## config.mk

```make
export PLATFORM = sky130hd
export DESIGN_NAME = flash_cmd_decoder
export DESIGN_NICKNAME = d
export VERILOG_FILES = /design/src/rtl/flash_cmd_pkg.sv /design/src/rtl/flash_blk_guard.sv /design/src/rtl/flash_lane_packer.sv /design/src/rtl/flash_cmd_decoder.sv
export SDC_FILE = /design/constraint.sdc
export NUM_CORES = 1
export LEC_CHECK = 0
export BUFFER_PORTS_ARGS = -buffer_cell sky130_fd_sc_hd__buf_2
export CAP_MARGIN = 30
export CORE_UTILIZATION = 40
export DETAILED_ROUTE_END_ITERATION = 8
export PLACE_DENSITY = 0.73
export SYNTH_ARGS = -nofsm -noshare
export SYNTH_HDL_FRONTEND = slang
export SYNTH_HIERARCHICAL = 1
export SYNTH_SLANG_ARGS = --single-unit
```

## constraint.sdc

```tcl
create_clock -name clk -period 5.77 [get_ports clk]
set_input_delay 0.577 -clock clk [delete_from_list [all_inputs] [get_ports clk]]
set_output_delay 0.577 -clock clk [all_outputs]
set_load 0.05 [all_outputs]
```

## src/rtl/flash_cmd_pkg.sv

```systemverilog
package flash_cmd_pkg;

    typedef enum logic [2:0] {
        S_IDLE,
        S_UNL1,
        S_UNL2,
        S_PROG,
        S_FAST,
        S_BYP_IDLE,
        S_BYP_PROG,
        S_BYP_EXIT
    } dec_state_e;

    typedef enum logic [1:0] {
        RM_ARRAY   = 2'b00,
        RM_AUTOSEL = 2'b01,
        RM_CFI     = 2'b10
    } rd_mode_e;

    typedef enum logic [1:0] {
        OPC_SINGLE = 2'b00,
        OPC_DWORD  = 2'b01,
        OPC_QUAD   = 2'b10
    } op_code_e;

endpackage

```

## src/rtl/flash_blk_guard.sv

```systemverilog
module flash_blk_guard #(
    parameter int BLK_W  = 4,
    parameter int BANK_W = 1
) (
    input  logic [BLK_W-1:0]      blk_idx,
    input  logic [(1<<BLK_W)-1:0] prot_bits,
    input  logic                  wp_n,
    output logic                  protected_o,
    output logic [BANK_W-1:0]     bank_o
);
    localparam int NBLK = 1 << BLK_W;

    logic [NBLK-1:0] boot_mask;

    // the two highest blocks form the hardware-guarded boot pair
    for (genvar g = 0; g < NBLK; g++) begin : g_boot
        assign boot_mask[g] = (g >= NBLK - 2);
    end

    always_comb begin
        protected_o = prot_bits[blk_idx] | (~wp_n & boot_mask[blk_idx]);
        bank_o      = blk_idx[BLK_W-1 -: BANK_W];
    end
endmodule

```

## src/rtl/flash_lane_packer.sv

```systemverilog
module flash_lane_packer
    import flash_cmd_pkg::*;
#(
    parameter int ADDR_W = 16,
    parameter int DATA_W = 16
) (
    input  logic                  clk,
    input  logic                  rst_n,
    input  logic                  ld,
    input  logic                  clr,
    input  op_code_e              mode,
    input  logic [ADDR_W-1:0]     addr,
    input  logic [DATA_W-1:0]     data,
    output logic [ADDR_W-1:0]     op_addr_o,
    output logic [2*DATA_W-1:0]   op_data_o
);
    localparam int OPW = 2 * DATA_W;

    logic [OPW-1:0]    data_d;
    logic [ADDR_W-1:0] addr_d;

    always_comb begin
        data_d = clr ? '0 : op_data_o;
        addr_d = op_addr_o;
        unique case (mode)
            OPC_DWORD: begin
                if (addr[0]) data_d[OPW-1 -: DATA_W] = data;
                else         data_d[DATA_W-1:0]      = data;
                if (clr) addr_d = {addr[ADDR_W-1:1], 1'b0};
            end
            OPC_QUAD: begin
                data_d[{addr[1:0], 3'b000} +: 8] = data[7:0];
                if (clr) addr_d = {addr[ADDR_W-1:2], 2'b00};
            end
            default: begin
                data_d = {{(OPW-DATA_W){1'b0}}, data};
                addr_d = addr;
            end
        endcase
    end

    always_ff @(posedge clk or negedge rst_n) begin
        if (!rst_n) begin
            op_data_o <= '0;
            op_addr_o <= '0;
        end else if (ld) begin
            op_data_o <= data_d;
            op_addr_o <= addr_d;
        end
    end
endmodule

```

## src/rtl/flash_cmd_decoder.sv

```systemverilog
module flash_cmd_decoder
    import flash_cmd_pkg::*;
#(
    parameter int ADDR_W = 16,
    parameter int DATA_W = 16,
    parameter int BLK_W  = 4,
    parameter int BANK_W = 1,
    parameter logic [ADDR_W-1:0] UNL_ADDR1 = 'h555,
    parameter logic [ADDR_W-1:0] UNL_ADDR2 = 'h2AA,
    parameter logic [ADDR_W-1:0] CFI_ADDR  = 'h055,
    parameter logic [7:0] UNL_DATA1    = 8'hAA,
    parameter logic [7:0] UNL_DATA2    = 8'h55,
    parameter logic [7:0] CMD_RESET    = 8'hF0,
    parameter logic [7:0] CMD_AUTOSEL  = 8'h90,
    parameter logic [7:0] CMD_PROG     = 8'hA0,
    parameter logic [7:0] CMD_BYPASS   = 8'h20,
    parameter logic [7:0] CMD_CFI      = 8'h98,
    parameter logic [7:0] CMD_FAST     = 8'h50,
    parameter logic [7:0] CMD_BYP_EXIT = 8'h00
) (
    input  logic                  clk,
    input  logic                  rst_n,
    input  logic                  wr_stb,
    input  logic [ADDR_W-1:0]     wr_addr,
    input  logic [DATA_W-1:0]     wr_data,
    input  logic                  word_mode,
    input  logic                  hv_pin,
    input  logic                  wp_n,
    input  logic [(1<<BLK_W)-1:0] prot_bits,
    input  logic                  busy_i,
    input  logic                  eng_fail,
    output logic                  start_o,
    output logic [1:0]            op_code_o,
    output logic [ADDR_W-1:0]     op_addr_o,
    output logic [2*DATA_W-1:0]   op_data_o,
    output logic [BANK_W-1:0]     owner_bank_o,
    output logic [1:0]            read_mode_o,
    output logic                  bypass_o,
    output logic                  err_o
);
    dec_state_e state_q, state_d;
    rd_mode_e   mode_q, mode_d, ret_q, ret_d;
    op_code_e   opc_q, opc_d, pk_mode;
    logic [1:0] cnt_q, cnt_d;
    logic       wide_q, wide_d;
    logic       err_q, err_d;
    logic       hv_q, start_q, go;
    logic       pk_ld, pk_clr;
    logic       blk_prot;
    logic [BANK_W-1:0] tgt_bank, bank_q;
    logic       acc, hv_rise, hv_fall, misalign, last_lane;
    logic [7:0] cmd;

    flash_blk_guard #(.BLK_W(BLK_W), .BANK_W(BANK_W)) i_guard (
        .blk_idx     (wr_addr[ADDR_W-1 -: BLK_W]),
        .prot_bits   (prot_bits),
        .wp_n        (wp_n),
        .protected_o (blk_prot),
        .bank_o      (tgt_bank)
    );

    flash_lane_packer #(.ADDR_W(ADDR_W), .DATA_W(DATA_W)) i_packer (
        .clk       (clk),
        .rst_n     (rst_n),
        .ld        (pk_ld),
        .clr       (pk_clr),
        .mode      (pk_mode),
        .addr      (wr_addr),
        .data      (wr_data),
        .op_addr_o (op_addr_o),
        .op_data_o (op_data_o)
    );

    assign cmd     = wr_data[7:0];
    assign acc     = wr_stb & ~busy_i & ~start_q;
    assign hv_rise = hv_pin & ~hv_q;
    assign hv_fall = ~hv_pin & hv_q;
    assign misalign = wide_q ? (wr_addr[ADDR_W-1:1] != op_addr_o[ADDR_W-1:1])
                             : (wr_addr[ADDR_W-1:2] != op_addr_o[ADDR_W-1:2]);
    assign last_lane = (cnt_q == (wide_q ? 2'd1 : 2'd3));

    // next-state and sequence decode
    always_comb begin
        state_d = state_q;
        mode_d  = mode_q;
        ret_d   = ret_q;
        err_d   = err_q | eng_fail;
        cnt_d   = cnt_q;
        wide_d  = wide_q;
        opc_d   = opc_q;
        go      = 1'b0;
        pk_ld   = 1'b0;
        pk_clr  = 1'b0;
        pk_mode = opc_q;
        if (hv_rise) begin
            state_d = S_BYP_IDLE;
        end else if (hv_fall) begin
            state_d = S_IDLE;
            mode_d  = RM_ARRAY;
        end else if (acc) begin
            unique case (state_q)
                S_IDLE: begin
                    if (cmd == CMD_RESET) begin
                        mode_d = (mode_q == RM_CFI) ? ret_q : RM_ARRAY;
                        err_d  = 1'b0;
                    end else if (wr_addr == CFI_ADDR && cmd == CMD_CFI && mode_q != RM_CFI) begin
                        ret_d  = mode_q;
                        mode_d = RM_CFI;
                    end else if (wr_addr == UNL_ADDR1 && cmd == UNL_DATA1) begin
                        state_d = S_UNL1;
                    end else if (wr_addr == UNL_ADDR1 && cmd == CMD_FAST) begin
                        state_d = S_FAST;
                        cnt_d   = 2'd0;
                        wide_d  = word_mode;
                        opc_d   = word_mode ? OPC_DWORD : OPC_QUAD;
                    end else begin
                        mode_d = RM_ARRAY;
                    end
                end
                S_UNL1: begin
                    if (wr_addr == UNL_ADDR2 && cmd == UNL_DATA2) begin
                        state_d = S_UNL2;
                    end else begin
                        state_d = S_IDLE;
                        mode_d  = RM_ARRAY;
                    end
                end
                S_UNL2: begin
                    state_d = S_IDLE;
                    mode_d  = RM_ARRAY;
                    if (wr_addr == UNL_ADDR1) begin
                        if (cmd == CMD_RESET) begin
                            mode_d = (mode_q == RM_CFI) ? ret_q : RM_ARRAY;
                            err_d  = 1'b0;
                        end else if (cmd == CMD_AUTOSEL) begin
                            mode_d = RM_AUTOSEL;
                        end else if (cmd == CMD_PROG) begin
                            state_d = S_PROG;
                            opc_d   = OPC_SINGLE;
                        end else if (cmd == CMD_BYPASS) begin
                            state_d = S_BYP_IDLE;
                        end
                    end
                end
                S_PROG: begin
                    pk_ld   = 1'b1;
                    pk_clr  = 1'b1;
                    pk_mode = OPC_SINGLE;
                    go      = ~blk_prot;
                    state_d = S_IDLE;
                    mode_d  = RM_ARRAY;
                end
                S_FAST: begin
                    if (cnt_q != 2'd0 && misalign) begin
                        state_d = S_IDLE;
                        mode_d  = RM_ARRAY;
                    end else begin
                        pk_ld  = 1'b1;
                        pk_clr = (cnt_q == 2'd0);
                        if (last_lane) begin
                            go      = ~blk_prot;
                            state_d = S_IDLE;
                            mode_d  = RM_ARRAY;
                        end else begin
                            cnt_d = cnt_q + 2'd1;
                        end
                    end
                end
                S_BYP_IDLE: begin
                    if (cmd == CMD_PROG) begin
                        state_d = S_BYP_PROG;
                        opc_d   = OPC_SINGLE;
                    end else if (cmd == CMD_AUTOSEL) begin
                        state_d = S_BYP_EXIT;
                    end
                end
                S_BYP_PROG: begin
                    pk_ld   = 1'b1;
                    pk_clr  = 1'b1;
                    pk_mode = OPC_SINGLE;
                    go      = ~blk_prot;
                    state_d = S_BYP_IDLE;
                end
                S_BYP_EXIT: begin
                    if (cmd == CMD_BYP_EXIT && !hv_pin) begin
                        state_d = S_IDLE;
                        mode_d  = RM_ARRAY;
                        err_d   = 1'b0;
                    end else begin
                        state_d = S_BYP_IDLE;
                    end
                end
                default: state_d = S_IDLE;
            endcase
        end
    end

    // state register
    always_ff @(posedge clk or negedge rst_n) begin
        if (!rst_n) begin
            state_q <= S_IDLE;
            mode_q  <= RM_ARRAY;
            ret_q   <= RM_ARRAY;
            cnt_q   <= '0;
            wide_q  <= 1'b0;
            opc_q   <= OPC_SINGLE;
            err_q   <= 1'b0;
            hv_q    <= 1'b0;
        end else begin
            state_q <= state_d;
            mode_q  <= mode_d;
            ret_q   <= ret_d;
            cnt_q   <= cnt_d;
            wide_q  <= wide_d;
            opc_q   <= opc_d;
            err_q   <= err_d;
            hv_q    <= hv_pin;
        end
    end

    // registered outputs toward the engine
    always_ff @(posedge clk or negedge rst_n) begin
        if (!rst_n) begin
            start_q <= 1'b0;
            bank_q  <= '0;
        end else begin
            start_q <= go;
            if (go) bank_q <= tgt_bank;
        end
    end

    assign start_o      = start_q;
    assign op_code_o    = opc_q;
    assign owner_bank_o = bank_q;
    assign read_mode_o  = mode_q;
    assign err_o        = err_q;
    assign bypass_o     = (state_q == S_BYP_IDLE) || (state_q == S_BYP_PROG)
                       || (state_q == S_BYP_EXIT);

    p_busy_nostart_r9: assert property (@(posedge clk) disable iff (!rst_n)
        busy_i |=> !start_o);
    p_start_pulse_r3: assert property (@(posedge clk) disable iff (!rst_n)
        start_o |=> !start_o);
    p_hv_bypass_r7: assert property (@(posedge clk) disable iff (!rst_n)
        hv_pin |=> bypass_o);
    p_owner_bank_r12: assert property (@(posedge clk) disable iff (!rst_n)
        start_o |-> owner_bank_o == op_addr_o[ADDR_W-1 -: BANK_W]);
    p_mode_legal_r8: assert property (@(posedge clk) disable iff (!rst_n)
        read_mode_o != 2'b11);
endmodule

```

# Yosys cells after proc, flatten, opt, wreduce, memory -nomap -nowiden
# Memory sizes are Yosys's and may differ from the RTL's.
# Cells that the tools add are included.
[op_classes]
n_addsub = 2
n_lt_le_gt_ge = 1
n_eq_ne = 46
shift = 2
mux = 91
bitwise = 18
n_reduce_logical = 27
[op_table]
columns = ["op", "n"]
rows = [
  ["two-way mux 2 bit", 34],
  ["two-way mux 16 bit", 4],
  ["one-hot mux 32 bit (2 select lines)", 1],
  ["two-way mux 3 bit", 17],
  ["equality test 8 bit, second input constant", 5],
  ["bitwise mux 32 bit", 1],
  ["two-way mux 32 bit", 1],
  ["one-hot mux 16 bit (2 select lines)", 1],
  ["variable shift 8 x 7 -> 32 bit, first input constant", 1],
  ["variable part select 8 x 7 -> 32 bit", 1],
  ["!= test 5 bit, second input constant", 5],
  ["one-hot mux 3 bit (8 select lines)", 1],
  ["two-way mux 1 bit", 23],
  ["!= test 2 bit, second input constant", 10],
  ["equality test 16 x 10 -> 1 bit, second input constant", 1],
  ["equality test 16 x 11 -> 1 bit, second input constant", 1],
  ["equality test 16 x 7 -> 1 bit, second input constant", 1],
  ["equality test 8 x 7 -> 1 bit, second input constant", 2],
  ["AND reduction 8 bit", 2],
  ["!= test 15 bit", 1],
  ["!= test 14 bit", 1],
  ["equality test 3 bit, second input constant", 4],
  ["!= test 4 bit, second input constant", 3],
  ["one-hot mux 2 bit (6 select lines)", 1],
  ["33 further kinds", 65],
]
[totals]
reg_bits = 64
mem_bits_ro = 16
inputBits = 56
out_inout_bits = 56
elab_cells = 200
mem_count = 1
[mem_list]
columns = ["name", "words", "width", "rd", "rd_ports_with_merged_regs", "wr", "line", "source"]
rows = [
  ["(name not given)", 16, 1, 1, 0, 0, "flash_blk_guard.sv:21", "protected_o = prot_bits[blk_idx] | (~wp_n & boot_mask[blk_idx]);"],
]

# Depth between registers and ports, before layout
# Gate-level depths: netlist of run 1.
[depth]
depth_word = 11
mapped_depth = 12
mapped_depth_nobuf = 11

# By module
# The synthesis of run 1 kept the hierarchy.
[by_module_without_submodules]
columns = ["mod", "n_inst", "cells_each", "area_per_inst_um2", "seq_area_each_um2"]
rows = [
  ["flash_lane_packer", 1, 182, 2208.4, 1201.2],
  ["flash_cmd_decoder", 1, 189, 1565.3, 400.4],
  ["flash_blk_guard", 1, 14, 165.2, 0.0],
]

# Worst setup path after synthesis of run 1
# Ideal clock, no wire load.
[synth_timing]
path_kind = "register -> register"
from = "register i_packer.op_addr_o[13]"
to = "register i_packer.op_data_o[10]"
setup_time_ns = 0.126
arrival_ns = 2.601
required_time_ns = 5.644
path_slack_ns = 3.043
path_stages_with_launch = 10
path_buffers = 2
synth_period_minus_slack_ns = 2.727
cell_sequence = "dfrtp_1 -> xnor2_1 -> nand4_1 -> a2111oi_1 -> a31oi_2 -> a221oi_2 -> buf_2 -> a21bo_1 -> buf_2 -> a221o_1"
[synth_via]
elab_cells_between_ends = 18
cone_classes = "2 x eq/ne; 15 x mux; 1 x reduce/logical"
[synth_lines]
columns = ["item", "line", "source"]
rows = [
  ["from (decl)", "flash_lane_packer.sv:14", "output logic [ADDR_W-1:0] op_addr_o,"],
  ["from (signal assigned)", "flash_lane_packer.sv:48", "op_addr_o <= addr_d;"],
  ["!= test 15 bit or != test 14 bit (tied branches)", "flash_cmd_decoder.sv:78, flash_cmd_decoder.sv:79", ""],
  ["two-way mux 1 bit *", "flash_cmd_decoder.sv:78", "assign misalign = wide_q ? (wr_addr[ADDR_W-1:1] != op_addr_o[ADDR_W-1:1])"],
  ["logical AND 1 bit *", "flash_cmd_decoder.sv:154", "if (cnt_q != 2'd0 && misalign) begin"],
  ["two-way mux 1 bit *", "flash_cmd_decoder.sv:154", ""],
  ["one-hot mux 1 bit (2 select lines) *", "flash_cmd_decoder.sv:101", "unique case (state_q)"],
  ["two-way mux 1 bit *", "flash_cmd_decoder.sv:100", "end else if (acc) begin"],
  ["two-way mux 1 bit *", "flash_cmd_decoder.sv:97", "end else if (hv_fall) begin"],
  ["two-way mux 1 bit *", "flash_cmd_decoder.sv:95", "if (hv_rise) begin"],
  ["net pk_ld", "flash_cmd_decoder.sv:48", "logic pk_ld, pk_clr;"],
  ["to (signal assigned)", "flash_lane_packer.sv:47", "op_data_o <= data_d;"],
  ["to (decl)", "flash_lane_packer.sv:15", "output logic [2*DATA_W-1:0] op_data_o"],
]
# Mark *: on every way through the listed nets, which the timed path passes. The rest lies on a longest branch.
# A chain may end at the register's enable or synchronous reset.

# Worst setup path after layout of run 1
[layout_timing]
from = "register i_packer.op_addr_o[13]"
to = "register i_packer.op_data_o[31]"
# The elaborated chain is that of the path after synthesis.

==> results of run 1 <==
state kept, by name, summed over array words and instances, names as in the netlist:
register	flops
cnt_q	2
owner_bank_o	1
read_mode_o	2
i_packer/op_addr_o	16
op_code_o	2
start_o	1
hv_q	1
state_q	3
err_o	1
i_packer/op_data_o	32
ret_q	2
wide_q	1
cell usage in the layout (no fill, tap or decap), types with 9 or more instances in the layout:
master	instances
inv_1	18
clkbuf_8	10
o21ai_0	10
a221o_1	16
nor2_1	34
ha_1	10
nand2_1	33
dfrtp_1	64
xor2_1	13
buf_2	111
mux2_2	18
nand4_1	9
final cells by class:
type / instances / share of cell area [%]
Multi-Input combinational cell: 287 / 45.8
Sequential cell: 64 / 33.6
Timing Repair Buffer: 113 / 12.0
Tap cell: 129 / 3.39
Clock buffer: 10 / 2.89
Inverter: 18 / 1.42
Clock inverter: 6 / 0.920
kinds of logic after synthesis:
logic type	share of synthesized area (%)
multiplexers	8.42
adder cells (fa/ha/maj)	3.18
AND/OR/NAND/NOR	20.1
AO/OA/AOI/OAI	19.6
XOR/XNOR	4.00
buffers and inverters	4.03
flip-flops	40.7
layer usage:
metal  track usage, %  vias up  part of all wire [%]
li1                 -     1646                     -
met4             7.25        0                   1.6
met5                0        -                     0
met3             4.97       13                   5.3
met2             33.6      134                    47
met1             30.2     1719                    46
cells in the mapped netlist (3+ instances only):
| cell type | number | share of area (%) |
|---|---|---|
| dfrtp_1 | 64 | 41 |
| nor2_1 | 34 | 3.2 |
| nand2_1 | 33 | 3.1 |
| inv_1 | 18 | 1.7 |
| mux2_2 | 18 | 5.1 |
| a221o_1 | 16 | 4.1 |
| xor2_1 | 13 | 2.9 |
| ha_1 | 10 | 3.2 |
| o21ai_0 | 10 | 1.3 |
| nand4_1 | 9 | 1.4 |
| a21boi_0 | 8 | 1.5 |
| a21o_1 | 8 | 1.5 |
| a22o_1 | 8 | 1.8 |
| nor3_1 | 8 | 1.0 |
| a21oi_1 | 7 | 0.89 |
| buf_2 | 7 | 0.89 |
| nand3_1 | 7 | 0.89 |
| nor2b_1 | 6 | 0.95 |
| o21ai_1 | 6 | 0.76 |
| mux2_1 | 5 | 1.4 |
| xnor2_1 | 5 | 1.1 |
| clkbuf_1 | 4 | 0.38 |
| nor3b_1 | 4 | 0.76 |
| nor4bb_1 | 4 | 1.0 |
| o31ai_1 | 4 | 0.76 |
| nand2b_1 | 3 | 0.48 |
| nor4_1 | 3 | 0.48 |
| o22ai_1 | 3 | 0.48 |
worst paths after layout:
check                                                   start                                  to  slack [ns]  depth (start not counted)
setup / recovery           i_packer/op_addr_o[13]$_DFFE_PN0P_  i_packer/op_data_o[31]$_DFFE_PN0P_        2.96                         10
hold / removal                                         hv_pin                      hv_q$_DFF_PN0_        0.38                          1
setup reg to reg           i_packer/op_addr_o[13]$_DFFE_PN0P_  i_packer/op_data_o[31]$_DFFE_PN0P_        2.96                         10
hold reg to reg            i_packer/op_data_o[16]$_DFFE_PN0P_  i_packer/op_data_o[16]$_DFFE_PN0P_        0.48                          1
max in group asynchronous                               rst_n              state_q[1]$_DFFE_PN0P_        4.86                          2
min in group asynchronous                               rst_n  i_packer/op_data_o[20]$_DFFE_PN0P_        0.39                          2
power by group through the flow:
stage / sequential [mW] / clock [mW] / combinational, mW
final: 0.678 / 0.357 / 0.972
after global routing: 0.697 / 0.388 / 1.04
after CTS: 0.677 / 0.365 / 0.973
after detailed placement: 0.685 / 0 / 0.971
after global placement: 0.685 / 0 / 0.955
after floorplan: 0.994 / 0 / 0.421
metrics by stage:
stage | area [sq um] | hold WS [ns]
3_5_place_dp | 4580 | 0.467
4_1_cts | 4760 | 0.376
5_1_grt | 4760 | 0.366
3_3_place_gp | 4580 | 0.460
6_report | 4760 | 0.383
2_1_floorplan | 3940 | 0.281
==> impl_metrics.yaml, run 1 <==
power_and_ir_drop:
  p_switching_mw: 0.985
  power.switching_fraction_pct: 49.1
  power.share.clock_pct: 17.8
  powerDensity_nw_per_um2: 422
  power.leakage_nw: 2.33
  total_power_mw: 2.01
  power_frac_comb_pct: 48.4
  power.internal_mw: 1.02
  peak_vdd_ir_uv: 262
  p_seq_share_pct: 33.8
layout:
  area_delta_synth_final_pct: 20.9
  fill_cells: 909
  area.sequential_sq_um: 1600
  instances_no_fill: 627
  final_layout_size_suffix_gt1_share_pct: 33.7
  layout.core_utilization_pct: 50.8
  multi_input_area_sq_um: 2180
  antenna_cells: 0
  finalNetCount: 559
timing:
  timing.fmax_mhz: 355
  period_minus_slack_ns: 2.81
  finalSetupViolations: 0
  endpoints_failing_hold: 0
  fin_crit_sh_pct: 48.8
  finalMaxSlewViolations: 0
  setup_ws_ns: 2.96
  setup-tns-final_ns: 0
  rsz_0062_raised_after_global_routing: "no"
  maxSlewHeadroom_pct: 47.0
  fin_skew_ns: 0.0121
  worst_pin_slew_ns: 0.795
clocking:
  cts_post_setup_buffers_inserted: 0
  cts_made_buffers: 9
  cts.reportedPaths.clkPinSlew_ns: 0.08
  clockBufferDepth: 2
  postCtsResizedCells: 0
  cts_tree: "built"
  ctsHoldBuffers: 0
  clock_insertion_delay_worst_skew_ns: 0.35
  ctsHtreeMaxLevel: 3
  cts.sinks: 64
  clockRootBuffer: "clkbuf_8"
worst_setup_path:
  cp.required_ns: 6.06
  worstSetupPathType: "reg2reg"
  timing.critical_path.max_delay_family: "compound AO/OA/AOI/OAI gates"
  critical_path_buf_inv_count: 1
  timing.critical_path.slowest_cell_delay_ns: 0.44
  critical_path.endpoint_type: "flop"
  worstPathArrival_ns: 3.11
  worstPathCellList: "xnor2_1 > nand4_1 > a2111oi_1 > a31oi_2 > a221oi_2 > buf_4 > and4bb_4 > nand2_2 > nor3_4 > a221o_1"
  crit_path_start_kind: "flop"
  cp_max_fo: 17
  timing.critical_path.slowest_stage_cell: "a2111oi_1"
synth:
  net_count_after_synthesis: 451
  netlist_instances: 385
  ys_seq_area_share_pct: 40.7
  ys_dominant_reg_cell: "dfrtp_1"
  synth_warnings: 6
  ys_seq_elements: 64
  number_of_flops_mapped_to_enable_cells_by_yosys: 0
  asyncSetResetFlopFracSynth_pct: 100
  synthesized_area_sq_um: 3940
  postSynthAreaPerCell_sq_um: 10.2
  post_synth_num_cell_types: 75
floorplanning:
  start_util_pct: 42.0
  die_w_um: 101
  fp-row-count: 35
  fp.dieH_um: 101
  coreArea_sq_um: 9370
  floorplan.io_pins: 112
  design.die.area_sq_um: 10200
grt:
  global_routing_usage_summed_across_all_routing_layers_pct: 21.8
  pin_count_of_the_biggest_net_entering_global_routing: 65
  grt_antenna_before_repair: 0
  first_global_vias: 3378
  grt_overflow: 0
  grt_first_pass_wirelength_um: 17100
placed_design:
  port_buffers: 111
  preCtsSetupSlack_ns: 2.61
  estimated_wirelength_of_the_detail_placed_design_um: 8020
  place.detailed.instances: 611
  gp_routability_congestion: 0.895
routing:
  detail_route.first_pass.iterations: 4
  vias_per_cell: 5.60
  postRouteAntennaNets: 0
  dr_total_vias: 3512
  drt_iter0_drc: 186
  remaining_drc_errors: 0
  drt-wirelength-per-cell_um: 17.0
  routed_wl_um: 10600
min_path:
  timing.hold.worst.class: "in2reg"
flow_run:
  max-cap-violations: 0
outcome:
  status: "finished clean"
Power figures use the tool's default switching activity.
==> run 2: changes to the inputs <==
==> constraint.sdc (replaced) <==
create_clock -name clk -period 2.68 [get_ports clk]
set_input_delay 0.268 -clock clk [delete_from_list [all_inputs] [get_ports clk]]
set_output_delay 0.268 -clock clk [all_outputs]
set_load 0.05 [all_outputs]
==> impl_metrics.yaml, run 2 (synthesized netlist as in run 1, its figures left out) <==
timing:
  period_minus_slack_ns: 2.56
  endpoints_failing_hold: 0
  fin_skew_ns: 0.0104
  rsz_0062_raised_after_global_routing: "no"
  finalMaxSlewViolations: 0
  fin_crit_sh_pct: 95.5
  maxSlewHeadroom_pct: 56.6
  worst_pin_slew_ns: 0.646
  timing.fmax_mhz: 391
  setup-tns-final_ns: 0
  setup_ws_ns: 0.121
  finalSetupViolations: 0
layout:
  largest_reg_flops: 32
  largest_register: "i_packer/op_data_o"
  final_layout_size_suffix_gt1_share_pct: 38.4
  area_delta_synth_final_pct: 28.4
  final_cell_mix: "buf_2 (111), dfrtp_1 (60), nor2_1 (33)"
  finalNetCount: 585
  antenna_cells: 0
  mostFrequentLayoutCell: "buf_2"
  largest_registers: "i_packer/op_data_o x32, i_packer/op_addr_o x16, state_q x3"
outcome:
  status: "finished clean"
floorplanning:
  fp-row-count: 35
  design.die.area_sq_um: 10200
  start_util_pct: 42.0
  floorplan.io_pins: 112
  coreArea_sq_um: 9370
  fp.dieH_um: 101
  die_w_um: 101
worst_setup_path:
  worstSetupPathType: "reg2reg"
  timing.critical_path.slowest_cell_delay_ns: 0.41
  worst_r2r_endpoint: "i_packer/op_data_o[28]$_DFFE_PN0P_"
  critical_register_to_register_path_startpoint: "i_packer/op_addr_o[15]$_DFFE_PN0P_"
  critical_path_buf_inv_count: 0
  crit_path_start_kind: "flop"
  worstPathArrival_ns: 2.85
  critical_path.endpoint_type: "flop"
  reg2regPathDepth: 8
  cp.required_ns: 2.97
  crit_path_start: "i_packer/op_addr_o[15]$_DFFE_PN0P_"
  timing.critical_path.max_delay_family: "simple AND/OR/NAND/NOR gates"
  setup.worst_path.end: "i_packer/op_data_o[28]$_DFFE_PN0P_"
  worstPathCellList: "xor2_1 > nor4_2 > a31oi_2 > a221oi_4 > and4bb_4 > nand2_2 > nor3_4 > a221o_1"
  timing.critical_path.slowest_stage_cell: "dfrtp_1"
  cp_num_cells: 8
  internal_reg_to_reg_setup_slack_ns: 0.12
  cp_max_fo: 8
clocking:
  cts.reportedPaths.clkPinSlew_ns: 0.08
  clock_insertion_delay_worst_skew_ns: 0.35
  clockRootBuffer: "clkbuf_8"
  cts.sinks: 64
  clockBufferDepth: 2
  cts_tree: "built"
  cts_made_buffers: 9
  ctsHtreeMaxLevel: 3
grt:
  first_global_vias: 3452
  grt_first_pass_wirelength_um: 17200
  grt_overflow: 0
  pin_count_of_the_biggest_net_entering_global_routing: 40
  global_routing_usage_summed_across_all_routing_layers_pct: 21.9
  grt_antenna_before_repair: 0
placed_design:
  estimated_wirelength_of_the_detail_placed_design_um: 8320
  preCtsSetupSlack_ns: -0.127
  gp_routability_congestion: 0.939
  port_buffers: 111
power_and_ir_drop:
  power.leakage_nw: 2.50
  powerDensity_nw_per_um2: 915
  peak_vdd_ir_uv: 587
routing:
  met3_wirelength_um: 633
  drt-wirelength-per-cell_um: 16.7
  remaining_drc_errors: 0
  drt_iter0_drc: 267
  detail_route.first_pass.iterations: 5
  routed.top_layer: "met4"
  vias_per_cell: 5.51
  dr_total_vias: 3595
  routed_wl_um: 10900
  met2_length_um: 5210
  postRouteAntennaNets: 0
  route.layer.met1.wl_um: 4830
min_path:
  timing.hold.worst.class: "in2reg"
flow_run:
  max-cap-violations: 0
-- run 2: cell count changes in the layout (fill, tap and decap cells not counted), moves of 2 or more --
cell,previous run,this run
a21boi_1,0,2
dfrtp_1,64,60
a21boi_0,8,6
bufinv_16,0,2
dfrtp_2,0,4
buf_4,2,25
buf_12,0,2
inv_6,1,3
-- run 2: timing repair --
| item | 4_1_cts | 5_1_grt |
|---|---|---|
| resized for setup | 2 | 5 |
| setup buffers | 1 | 3 |
| hold buffers | 1 | 0 |
| endpoints found under the setup margin | 15 | 38 |
| endpoints found under the hold margin | 25 | 0 |
| pin swaps | 1 | 7 |
-- run 2: metal layers --
metal | vias to the layer above | track usage, %
li1 | 1701 | -
met1 | 1740 | 29.3
met2 | 131 | 34.7
met3 | 23 | 4.21
met4 | 0 | 9.81
met5 | - | 0
-- run 2: cell type report --
class	count	area (sq um)
clock inverters	7	100
well taps	129	161
fillers	868	4310
repair buffers	139	793
flip-flops and latches	64	1610
clock buffers	9	124
multi-input cells	287	2210
inverters	18	67.6
-- run 2: power breakdown --
group | switching [mW] | internal (mW)
clock | 0.417 | 0.533
sequential | 0.185 | 1.21
combinational | 1.57 | 0.707
-- run 2: worst min path at each step --
stage                start                                end  depth (start not counted)
floorplan            rst_n               cnt_q[0]$_DFFE_PN0P_                          0
global placement     rst_n  i_packer/op_addr_o[6]$_DFFE_PN0P_                          1
detailed placement   rst_n  i_packer/op_addr_o[6]$_DFFE_PN0P_                          1
CTS                 hv_pin                     hv_q$_DFF_PN0_                          1
global route        hv_pin                     hv_q$_DFF_PN0_                          1
finish              hv_pin                     hv_q$_DFF_PN0_                          1
-- run 2: stage by stage --
step | power [mW] | utilization (%) | cells | cell area [sq um] | hold slack (ns)
finish | 4.63 | 54.0 | 653 | 5060 | 0.0904
global route | 4.87 | 54.0 | 653 | 5060 | 0.0876
CTS | 4.62 | 53.4 | 650 | 5010 | 0.0842
detailed placement | 3.66 | 50.7 | 632 | 4750 | 0.313
global placement | 3.62 | 50.7 | 632 | 4750 | 0.311
floorplan | 3.05 | - | 385 | 3940 | -0.0276
